`config.mk`:
```
export PLATFORM = sky130hd
export DESIGN_NAME = desc_chain_dma
export DESIGN_NICKNAME = d
export VERILOG_FILES = /design/src/rtl/dce_pkg.sv /design/src/rtl/dce_desc_regs.sv /design/src/rtl/dce_seq.sv /design/src/rtl/desc_chain_dma.sv
export SDC_FILE = /design/constraint.sdc
export NUM_CORES = 1
export LEC_CHECK = 0
export BUFFER_PORTS_ARGS = -buffer_cell sky130_fd_sc_hd__buf_2
export CAP_MARGIN = 0
export CORE_AREA = 10 10 166 168
export DETAILED_ROUTE_END_ITERATION = 7
export DIE_AREA = 0 0 176 178
export PLACE_DENSITY_LB_ADDON = 0.25
export SETUP_SLACK_MARGIN = 0.5
export SYNTH_ARGS = -nofsm -noshare
export SYNTH_HDL_FRONTEND = slang
export SYNTH_SLANG_ARGS = --single-unit
```
`constraint.sdc`:
```
create_clock -name clk -period 7.97 [get_ports clk]
set_clock_uncertainty 0.15 [all_clocks]
set_input_delay 1.594 -clock clk [delete_from_list [all_inputs] [get_ports clk]]
set_output_delay 1.594 -clock clk [all_outputs]
set_load 0.01 [all_outputs]
```
`src/rtl/dce_pkg.sv`:
```
// Shared definitions for the descriptor chain sequencer.
// Assumes 32-bit words, byte addresses and a fixed seven-word descriptor layout.
package dce_pkg;

    typedef enum logic [2:0] {
        ST_IDLE,
        ST_FETCH,
        ST_RUN,
        ST_STAT,
        ST_WBCTL,
        ST_WBSTAT,
        ST_IRQ
    } dce_state_e;

    // Words loaded by a descriptor fetch, in fetch order
    localparam int unsigned DESC_WORDS = 5;
    localparam int unsigned IDX_SAR    = 0;
    localparam int unsigned IDX_DAR    = 1;
    localparam int unsigned IDX_LLP    = 2;
    localparam int unsigned IDX_CTLLO  = 3;
    localparam int unsigned IDX_CTLHI  = 4;

    // Byte offsets of write-back slots inside a descriptor
    localparam int unsigned OFF_CTLHI  = 16;
    localparam int unsigned OFF_SSTAT  = 20;
    localparam int unsigned OFF_DSTAT  = 24;

endpackage

```
`src/rtl/dce_desc_regs.sv`:
```
// Channel register file: holds the fetched descriptor words, the two latched
// status words and the completed block size. It also forms the updated control
// high word that is written back.
// Assumes that only one load strobe is active in any cycle.
module dce_desc_regs
    import dce_pkg::*;
#(
    parameter int unsigned DW   = 32,
    parameter int unsigned TS_W = 12
) (
    input  logic          clk,
    input  logic          rst_n,
    input  logic          ptr_set,
    input  logic [DW-1:0] ptr_val,
    input  logic          ld_en,
    input  logic [2:0]    ld_idx,
    input  logic [DW-1:0] ld_data,
    input  logic          st_src_ld,
    input  logic          st_dst_ld,
    input  logic          ts_ld,
    input  logic [TS_W-1:0] ts_val,
    output logic [DW-1:0] sar,
    output logic [DW-1:0] dar,
    output logic [DW-1:0] llp,
    output logic [DW-1:0] ctl_lo,
    output logic [DW-1:0] ctl_hi,
    output logic [DW-1:0] src_stat,
    output logic [DW-1:0] dst_stat,
    output logic [DW-1:0] ctl_hi_wb
);

    localparam int unsigned DONE_POS = TS_W;

    logic [DW-1:0]   word_q [DESC_WORDS];
    logic [DW-1:0]   stat_q [2];
    logic [1:0]      stat_ld;
    logic [TS_W-1:0] ts_q;

    assign stat_ld = {st_dst_ld, st_src_ld};

    // One register per descriptor word; the pointer word can also be preset at start
    for (genvar g = 0; g < int'(DESC_WORDS); g++) begin : g_word
        always_ff @(posedge clk) begin
            if (!rst_n) begin
                word_q[g] <= '0;
            end else if (ptr_set && (g == int'(IDX_LLP))) begin
                word_q[g] <= ptr_val;
            end else if (ld_en && (ld_idx == 3'(g))) begin
                word_q[g] <= ld_data;
            end
        end
    end

    // Source (0) and destination (1) status latches, loaded from memory reads
    for (genvar s = 0; s < 2; s++) begin : g_stat
        always_ff @(posedge clk) begin
            if (!rst_n) begin
                stat_q[s] <= '0;
            end else if (stat_ld[s]) begin
                stat_q[s] <= ld_data;
            end
        end
    end

    // Transferred count reported by the mover at the end of the block
    always_ff @(posedge clk) begin
        if (!rst_n) begin
            ts_q <= '0;
        end else if (ts_ld) begin
            ts_q <= ts_val;
        end
    end

    assign sar       = word_q[IDX_SAR];
    assign dar       = word_q[IDX_DAR];
    assign llp       = word_q[IDX_LLP];
    assign ctl_lo    = word_q[IDX_CTLLO];
    assign ctl_hi    = word_q[IDX_CTLHI];
    assign src_stat  = stat_q[0];
    assign dst_stat  = stat_q[1];
    assign ctl_hi_wb = {ctl_hi[DW-1:DONE_POS+1], 1'b1, ts_q};

endmodule

```
`src/rtl/dce_seq.sv`:
```
// Sequencer for one channel: walks the descriptor chain and issues every
// memory access (fetch, status read, write-back). It starts the mover and
// raises the block and chain interrupts.
// Assumes the enables and status addresses stay constant while the channel runs.
module dce_seq
    import dce_pkg::*;
#(
    parameter int unsigned DW      = 32,
    parameter int unsigned LAYER_W = 2
) (
    input  logic               clk,
    input  logic               rst_n,
    input  logic               ch_start,
    input  logic [DW-1:0]      start_ptr,
    input  logic               ctl_wb_en,
    input  logic               src_stat_en,
    input  logic               dst_stat_en,
    input  logic [DW-1:0]      src_stat_addr,
    input  logic [DW-1:0]      dst_stat_addr,
    input  logic               mv_done,
    input  logic               mem_rdy,
    input  logic [DW-1:0]      llp,
    input  logic [DW-1:0]      ctl_hi_wb,
    input  logic [DW-1:0]      src_stat,
    input  logic [DW-1:0]      dst_stat,
    output logic               ch_en,
    output logic               mv_start,
    output logic               mem_req,
    output logic               mem_we,
    output logic [DW-1:0]      mem_addr,
    output logic [LAYER_W-1:0] mem_layer,
    output logic [DW-1:0]      mem_wdata,
    output logic               ptr_set,
    output logic               ld_en,
    output logic [2:0]         ld_idx,
    output logic               st_src_ld,
    output logic               st_dst_ld,
    output logic               ts_ld,
    output logic               irq_block,
    output logic               irq_xfer
);

    localparam logic [2:0] LAST_WORD = 3'(DESC_WORDS - 1);

    dce_state_e    state_q;
    logic [2:0]    step_q;
    logic [DW-1:0] cur_q;
    logic          en_q;
    logic          mvs_q;
    logic [DW-1:0] base;
    logic          side_dst;
    logic          last_blk;
    logic          step_go;

    assign base     = {cur_q[DW-1:LAYER_W], {LAYER_W{1'b0}}};
    assign side_dst = step_q[0];
    assign last_blk = (llp[DW-1:LAYER_W] == '0);
    assign step_go  = !mem_req || mem_rdy;

    // Decode the memory request of the current state and step
    always_comb begin
        mem_req   = 1'b0;
        mem_we    = 1'b0;
        mem_addr  = base;
        mem_wdata = '0;
        case (state_q)
            ST_FETCH: begin
                mem_req  = 1'b1;
                mem_addr = base + DW'({step_q, 2'b00});
            end
            ST_STAT: begin
                mem_req  = side_dst ? dst_stat_en : src_stat_en;
                mem_addr = side_dst ? dst_stat_addr : src_stat_addr;
            end
            ST_WBCTL: begin
                mem_req   = ctl_wb_en;
                mem_we    = 1'b1;
                mem_addr  = base + DW'(OFF_CTLHI);
                mem_wdata = ctl_hi_wb;
            end
            ST_WBSTAT: begin
                mem_req   = ctl_wb_en && (side_dst ? dst_stat_en : src_stat_en);
                mem_we    = 1'b1;
                mem_addr  = base + (side_dst ? DW'(OFF_DSTAT) : DW'(OFF_SSTAT));
                mem_wdata = side_dst ? dst_stat : src_stat;
            end
            default: ;
        endcase
    end

    assign mem_layer = cur_q[LAYER_W-1:0];
    assign ch_en     = en_q;
    assign mv_start  = mvs_q;
    assign ptr_set   = (state_q == ST_IDLE) && ch_start;
    assign ld_en     = (state_q == ST_FETCH) && mem_rdy;
    assign ld_idx    = step_q;
    assign st_src_ld = (state_q == ST_STAT) && !side_dst && mem_req && mem_rdy;
    assign st_dst_ld = (state_q == ST_STAT) && side_dst && mem_req && mem_rdy;
    assign ts_ld     = (state_q == ST_RUN) && mv_done;
    assign irq_block = (state_q == ST_IRQ);
    assign irq_xfer  = irq_block && last_blk;

    // State, step counter, descriptor base and channel enable update
    always_ff @(posedge clk) begin
        if (!rst_n) begin
            state_q <= ST_IDLE;
            step_q  <= '0;
            cur_q   <= '0;
            en_q    <= 1'b0;
            mvs_q   <= 1'b0;
        end else begin
            mvs_q <= 1'b0;
            case (state_q)
                ST_IDLE: begin
                    if (ch_start) begin
                        en_q    <= 1'b1;
                        cur_q   <= start_ptr;
                        step_q  <= '0;
                        state_q <= ST_FETCH;
                    end
                end
                ST_FETCH: begin
                    if (mem_rdy) begin
                        if (step_q == LAST_WORD) begin
                            step_q  <= '0;
                            mvs_q   <= 1'b1;
                            state_q <= ST_RUN;
                        end else begin
                            step_q <= step_q + 3'd1;
                        end
                    end
                end
                ST_RUN: begin
                    if (mv_done) begin
                        step_q  <= '0;
                        state_q <= ST_STAT;
                    end
                end
                ST_STAT: begin
                    if (step_go) begin
                        if (side_dst) begin
                            step_q  <= '0;
                            state_q <= ST_WBCTL;
                        end else begin
                            step_q <= 3'd1;
                        end
                    end
                end
                ST_WBCTL: begin
                    if (step_go) begin
                        step_q  <= '0;
                        state_q <= ST_WBSTAT;
                    end
                end
                ST_WBSTAT: begin
                    if (step_go) begin
                        if (side_dst) begin
                            step_q  <= '0;
                            state_q <= ST_IRQ;
                        end else begin
                            step_q <= 3'd1;
                        end
                    end
                end
                ST_IRQ: begin
                    step_q <= '0;
                    if (last_blk) begin
                        en_q    <= 1'b0;
                        state_q <= ST_IDLE;
                    end else begin
                        cur_q   <= llp;
                        state_q <= ST_FETCH;
                    end
                end
                default: state_q <= ST_IDLE;
            endcase
        end
    end


    req_hold_chk: assert property (@(posedge clk) disable iff (!rst_n)
        mem_req && !mem_rdy |=> mem_req && $stable(mem_addr) && $stable(mem_we)
                                && $stable(mem_layer) && $stable(mem_wdata));


    irq_quiet_chk: assert property (@(posedge clk) disable iff (!rst_n)
        irq_block |-> !mem_req && !mv_start);


    xfer_end_chk: assert property (@(posedge clk) disable iff (!rst_n)
        irq_xfer |=> !ch_en && !mem_req);


    wb_target_chk: assert property (@(posedge clk) disable iff (!rst_n)
        mem_req && mem_we |-> (mem_addr == base + DW'(OFF_CTLHI)) ||
                              (mem_addr == base + DW'(OFF_SSTAT)) ||
                              (mem_addr == base + DW'(OFF_DSTAT)));


    mv_start_en_chk: assert property (@(posedge clk) disable iff (!rst_n)
        mv_start |-> ch_en && !mem_req);


    start_ignored_chk: assert property (@(posedge clk) disable iff (!rst_n)
        ch_en && ch_start && !irq_block |=> ch_en && $stable(cur_q));

endmodule

```
`src/rtl/desc_chain_dma.sv`:
```
// Top level of the descriptor chain sequencer: joins the sequencer to the
// channel register file and exposes the memory port and the mover port.
// Assumes a 32-bit word memory and pointers whose two low bits select the layer.
module desc_chain_dma #(
    parameter int unsigned DW      = 32,
    parameter int unsigned TS_W    = 12,
    parameter int unsigned LAYER_W = 2
) (
    input  logic               clk,
    input  logic               rst_n,
    input  logic               ch_start,
    input  logic [DW-1:0]      start_ptr,
    input  logic               ctl_wb_en,
    input  logic               src_stat_en,
    input  logic               dst_stat_en,
    input  logic [DW-1:0]      src_stat_addr,
    input  logic [DW-1:0]      dst_stat_addr,
    output logic               ch_en,
    output logic               mem_req,
    output logic               mem_we,
    output logic [DW-1:0]      mem_addr,
    output logic [LAYER_W-1:0] mem_layer,
    output logic [DW-1:0]      mem_wdata,
    input  logic [DW-1:0]      mem_rdata,
    input  logic               mem_rdy,
    output logic               mv_start,
    output logic [DW-1:0]      mv_src,
    output logic [DW-1:0]      mv_dst,
    output logic [2*DW-1:0]    mv_ctl,
    input  logic               mv_done,
    input  logic [TS_W-1:0]    mv_count,
    output logic               irq_block,
    output logic               irq_xfer
);

    logic          ptr_set;
    logic          ld_en;
    logic [2:0]    ld_idx;
    logic          st_src_ld;
    logic          st_dst_ld;
    logic          ts_ld;
    logic [DW-1:0] llp;
    logic [DW-1:0] ctl_lo;
    logic [DW-1:0] ctl_hi;
    logic [DW-1:0] src_stat;
    logic [DW-1:0] dst_stat;
    logic [DW-1:0] ctl_hi_wb;

    dce_seq #(
        .DW      (DW),
        .LAYER_W (LAYER_W)
    ) u_seq (
        .clk           (clk),
        .rst_n         (rst_n),
        .ch_start      (ch_start),
        .start_ptr     (start_ptr),
        .ctl_wb_en     (ctl_wb_en),
        .src_stat_en   (src_stat_en),
        .dst_stat_en   (dst_stat_en),
        .src_stat_addr (src_stat_addr),
        .dst_stat_addr (dst_stat_addr),
        .mv_done       (mv_done),
        .mem_rdy       (mem_rdy),
        .llp           (llp),
        .ctl_hi_wb     (ctl_hi_wb),
        .src_stat      (src_stat),
        .dst_stat      (dst_stat),
        .ch_en         (ch_en),
        .mv_start      (mv_start),
        .mem_req       (mem_req),
        .mem_we        (mem_we),
        .mem_addr      (mem_addr),
        .mem_layer     (mem_layer),
        .mem_wdata     (mem_wdata),
        .ptr_set       (ptr_set),
        .ld_en         (ld_en),
        .ld_idx        (ld_idx),
        .st_src_ld     (st_src_ld),
        .st_dst_ld     (st_dst_ld),
        .ts_ld         (ts_ld),
        .irq_block     (irq_block),
        .irq_xfer      (irq_xfer)
    );

    dce_desc_regs #(
        .DW   (DW),
        .TS_W (TS_W)
    ) u_regs (
        .clk       (clk),
        .rst_n     (rst_n),
        .ptr_set   (ptr_set),
        .ptr_val   (start_ptr),
        .ld_en     (ld_en),
        .ld_idx    (ld_idx),
        .ld_data   (mem_rdata),
        .st_src_ld (st_src_ld),
        .st_dst_ld (st_dst_ld),
        .ts_ld     (ts_ld),
        .ts_val    (mv_count),
        .sar       (mv_src),
        .dar       (mv_dst),
        .llp       (llp),
        .ctl_lo    (ctl_lo),
        .ctl_hi    (ctl_hi),
        .src_stat  (src_stat),
        .dst_stat  (dst_stat),
        .ctl_hi_wb (ctl_hi_wb)
    );

    assign mv_ctl = {ctl_hi, ctl_lo};

endmodule

```
==> flow_summary_export.csv <==
group,metric,value,unit
synthesis,synthMostInstantiatedCell,"sky130_fd_sc_hd__edfxtp_1",
setup_path,worstReg2RegEnd,"u_regs.stat_q[0][25]",
setup_path,worst-r2r-setup-slack,3.88,ns
synthesis,post_synth_instance_area,13900,um^2
setup_path,timing.reg2reg.worst_path_depth,5,
synthesis,synth_edf_count,224,
layout,finish.net_count,1749,
synthesis,synth_async_sr_flop_share,0,%
grt,global_route.peak_usage_layer,"met2",
clocking,postCtsSetupBuffers,0,
timing,tightestPinTransition,1.24,ns
synthesis,ys_top_cells_by_count,"sky130_fd_sc_hd__edfxtp_1, sky130_fd_sc_hd__and2_1, sky130_fd_sc_hd__nand2_1",
min_path,min-delay-path-class,"reg -> reg",
power,cellPowerDensity,254,nW/um^2
clocking,cts_resized,0,
timing,timing_max_transition_violations_final,0,
power,power_frac_comb,23.8,%
timing,final.setup.tns,0,ns
synthesis,syn_inst,1313,
layout,stdcell_area,16600,um^2
synthesis,yosysUniqueCellTypes,66,
timing,rsz_0062_raised_after_global_routing,"false",
synthesis,synth_top_area_share,48.3,%
layout,area.growth.synth_to_final,19.5,%
timing,fmaxAchievable,0.155,GHz
synthesis,postSynth.topFlopCell,"sky130_fd_sc_hd__edfxtp_1",
setup_path,worst-setup-path-type,"reg -> out",
power,p_leak,6.81,nW
timing,finalHoldViolCount,0,
grt,antenna_violations_before_repair,7,
clocking,root_driver,"sky130_fd_sc_hd__clkbuf_16",
timing,setup_viols_final,0,
placed_design,port_buffers,347,
detailed_routing,firstDrtPassIters,5,
floorplanning,ioPinCount,348,
timing,relSlewSlack,17.3,%
setup_path,worst-endpoint-arrival,4.70,ns
power,p_sw_share,32.6,%
power,p_clk_share,30.4,%
clocking,cts-buffers-inserted,29,
placed_design,detailed_place.area,15700,um^2
power,ir_worst_vdd,210,uV
run_status,status,"complete, no violations",
floorplanning,die-area,31300,um^2
placed_design,dp_hpwl,33700,um
setup_path,crit_path_start_kind,"flip-flop",
detailed_routing,drt-initial-drc-count,1604,
grt,grtUsageMet1,37.0,%
placed_design,gp_routability_congestion,0.909,
timing,layout_min_cycle_time,6.45,ns
layout,drive_above_1_share,26.3,%
setup_path,cp-startpoint,"u_seq.state_q[0]",
floorplanning,die_w,176,um
detailed_routing,route.detailed.vias_per_inst,6.12,
detailed_routing,num_vias,11900,
synthesis,yosysSeqAreaShare,55.8,%
grt,grt_pass1_vias,11500,
synthesis,syn_nets,1472,
clocking,clock_tree.htree_level_count,1,
grt,grt_first_pass_wirelength,70900,um
detailed_routing,detail_route.wl_per_cell,24.2,um
timing,min_period_over_period,80.9,%
detailed_routing,drc_violation_count_after_routing,0,
setup_path,rr_startpoint,"u_seq.state_q[2]",
grt,pin_count_of_the_biggest_net_entering_global_routing,65,
grt,globalRouteMet3Util,9.07,%
synthesis,postSynthRegisterBits,276,
clocking,clock_insertion_delay_at_the_later_pin_of_the_skew_report,0.56,ns
job,timing.max_cap.violations,0,
floorplanning,row_count,57,
power,internal-power,2.85,mW
floorplanning,die_h,178,um
floorplanning,starting_utilization_of_the_core_area,57.8,%
setup_path,timing.critical_path.to_type,"output pin",
clocking,tritoncts_clock_tree,"done",
grt,gr-total-overflow,0,
synthesis,syn-mean-instance-area,10.6,um^2
power,seq_power_share,45.8,%
synthesis,yosys_warnings,0,
power,switchingPower,1.38,mW
clocking,cts_sink_cnt,276,
clocking,cts_hold_buf,0,
grt,global_route.usage.total,29.1,%
clocking,cts.clk_slew.worst_paths,0.06,ns
setup_path,worstSetupEndpoint,"mem_addr[21]",
synthesis,synth_area_leaders,"sky130_fd_sc_hd__edfxtp_1, sky130_fd_sc_hd__and2_1, sky130_fd_sc_hd__dfxtp_1, sky130_fd_sc_hd__nand2_1, sky130_fd_sc_hd__mux2i_1",
grt,grt_util_met2,47.9,%
setup_path,crit_required,6.23,ns
synthesis,netlist.top_cell.by_area,"sky130_fd_sc_hd__edfxtp_1",
detailed_routing,route.final.wire_length,47100,um
clocking,max-clock-path-buffers,3,
floorplanning,placeableCoreArea,24100,um^2
setup_path,cp_max_fo,35,
detailed_routing,detail-route-antenna-nets,0,
==> registers in the layout (all words and copies together) (netlist names) <==
name,flops
u_regs.stat_q,64
u_regs.word_q,160
u_seq.cur_q,32
u_regs.ts_q,12
u_seq.ch_en,1
u_seq.ld_idx,3
u_seq.state_q,3
u_seq.mv_start,1
==> how the worst min path moves through the flow <==
stage	from	end	slack [ns]	cells after the start
3_5_place_dp	u_regs.ts_q[11]	u_regs.ts_q[11]	0.30	2
6_report	u_regs.ts_q[5]	u_regs.ts_q[5]	0.31	2
3_3_place_gp	u_regs.ts_q[10]	u_regs.ts_q[10]	0.29	2
5_1_grt	u_regs.ts_q[9]	u_regs.ts_q[9]	0.34	2
2_1_floorplan	u_regs.ts_q[0]	u_regs.ts_q[0]	0.29	2
4_1_cts	u_regs.ts_q[3]	u_regs.ts_q[3]	0.31	2
==> power by group through the flow <==
stage	Clock, mW	Sequential [mW]	Combinational (mW)
floorplan	0	1.85	0.671
global placement	0	1.95	0.985
detailed placement	0	1.95	0.995
CTS	1.30	1.92	1.00
global route	1.35	1.95	1.10
finish	1.29	1.94	1.01
==> stage by stage <==
step | hold WS (ns) | util (%) | setup WS (ns) | total power [mW] | cells
after floorplan | 0.287 | - | 3.04 | 2.52 | 1313
after global placement | 0.294 | 65.2 | 2.32 | 2.93 | 1883
after detailed placement | 0.300 | 65.2 | 2.21 | 2.95 | 1883
after CTS | 0.311 | 69.0 | 1.58 | 4.22 | 1937
after global routing | 0.336 | 69.0 | 1.16 | 4.40 | 1939
final | 0.311 | 69.0 | 1.52 | 4.23 | 1942
==> cells in the final DEF, fill, tap and decap left out, types with 7 or more instances in the layout <==
master                      Yosys  layout
sky130_fd_sc_hd__a22o_1        34      34
sky130_fd_sc_hd__and4_1         9       9
sky130_fd_sc_hd__buf_4         21      20
sky130_fd_sc_hd__nand2_1      169     169
sky130_fd_sc_hd__a21oi_1       43      43
sky130_fd_sc_hd__clkinv_2       0       7
sky130_fd_sc_hd__a311oi_1      36      36
sky130_fd_sc_hd__a221oi_1      19      19
sky130_fd_sc_hd__a22oi_1        7       7
sky130_fd_sc_hd__clkbuf_16      0      29
sky130_fd_sc_hd__mux2i_1       42      42
sky130_fd_sc_hd__xor2_1         9       9
sky130_fd_sc_hd__and3_1        14      14
sky130_fd_sc_hd__o21ai_0       55      52
sky130_fd_sc_hd__a31oi_1       15      15
sky130_fd_sc_hd__and2_1       197     197
sky130_fd_sc_hd__clkbuf_1      75       8
sky130_fd_sc_hd__nor4_1        16      14
sky130_fd_sc_hd__nor3_1        14      12
sky130_fd_sc_hd__ha_1          10      10
sky130_fd_sc_hd__clkinv_1       1       8
sky130_fd_sc_hd__dfxtp_1       52      51
sky130_fd_sc_hd__buf_2         15     347
sky130_fd_sc_hd__nand3_1       24      24
sky130_fd_sc_hd__edfxtp_1     224     224
sky130_fd_sc_hd__inv_1         15      15
sky130_fd_sc_hd__nor2_1        80      77
sky130_fd_sc_hd__nand4_1       20      20
==> per-layer routing <==
layer	share of wire (%)	vias up	wire length, um
li1	-	5391	-
met1	37	5686	17600
met2	48	718	22600
met3	12	88	5880
met4	2.0	6	954
met5	0.11	-	54
==> cell type report <==
cell class / count / area (um^2)
Clock inverter: 17 / 141
Multi-Input combinational cell: 900 / 5610
Inverter: 16 / 60.1
Antenna cell: 5 / 12.5
Fill cell: 1873 / 7470
Timing Repair Buffer: 367 / 1890
Tap cell: 324 / 405
Clock buffer: 37 / 756
Sequential cell: 276 / 7770
==> critical path: stages (launching register included) <==
cell	delay, ns
sky130_fd_sc_hd__dfxtp_1	0.86
sky130_fd_sc_hd__nor2b_4	0.55
sky130_fd_sc_hd__nand2_1	0.10
sky130_fd_sc_hd__buf_4	0.28
sky130_fd_sc_hd__o21ai_0	0.36
sky130_fd_sc_hd__ha_1	0.22
sky130_fd_sc_hd__a21oi_1	0.10
sky130_fd_sc_hd__a211oi_2	0.46
sky130_fd_sc_hd__nand3_1	0.22
sky130_fd_sc_hd__a2111oi_0	0.45
sky130_fd_sc_hd__nor2_1	0.08
sky130_fd_sc_hd__or3_1	0.31
sky130_fd_sc_hd__buf_2	0.15
==> cells by family (layout without fill, tap and decap cells) <==
logic type	count (synthesis)	count (layout)	synth area share, %
fa+ha+maj	11	11	1.04
buf+inv	137	437	4.46
compound gates	274	274	14.1
other cells	0	5	0
mux	42	42	3.02
simple gates	559	559	20.7
xor+xnor	14	14	0.881
flops	276	276	55.8
(Power assumes the default switching activity.)
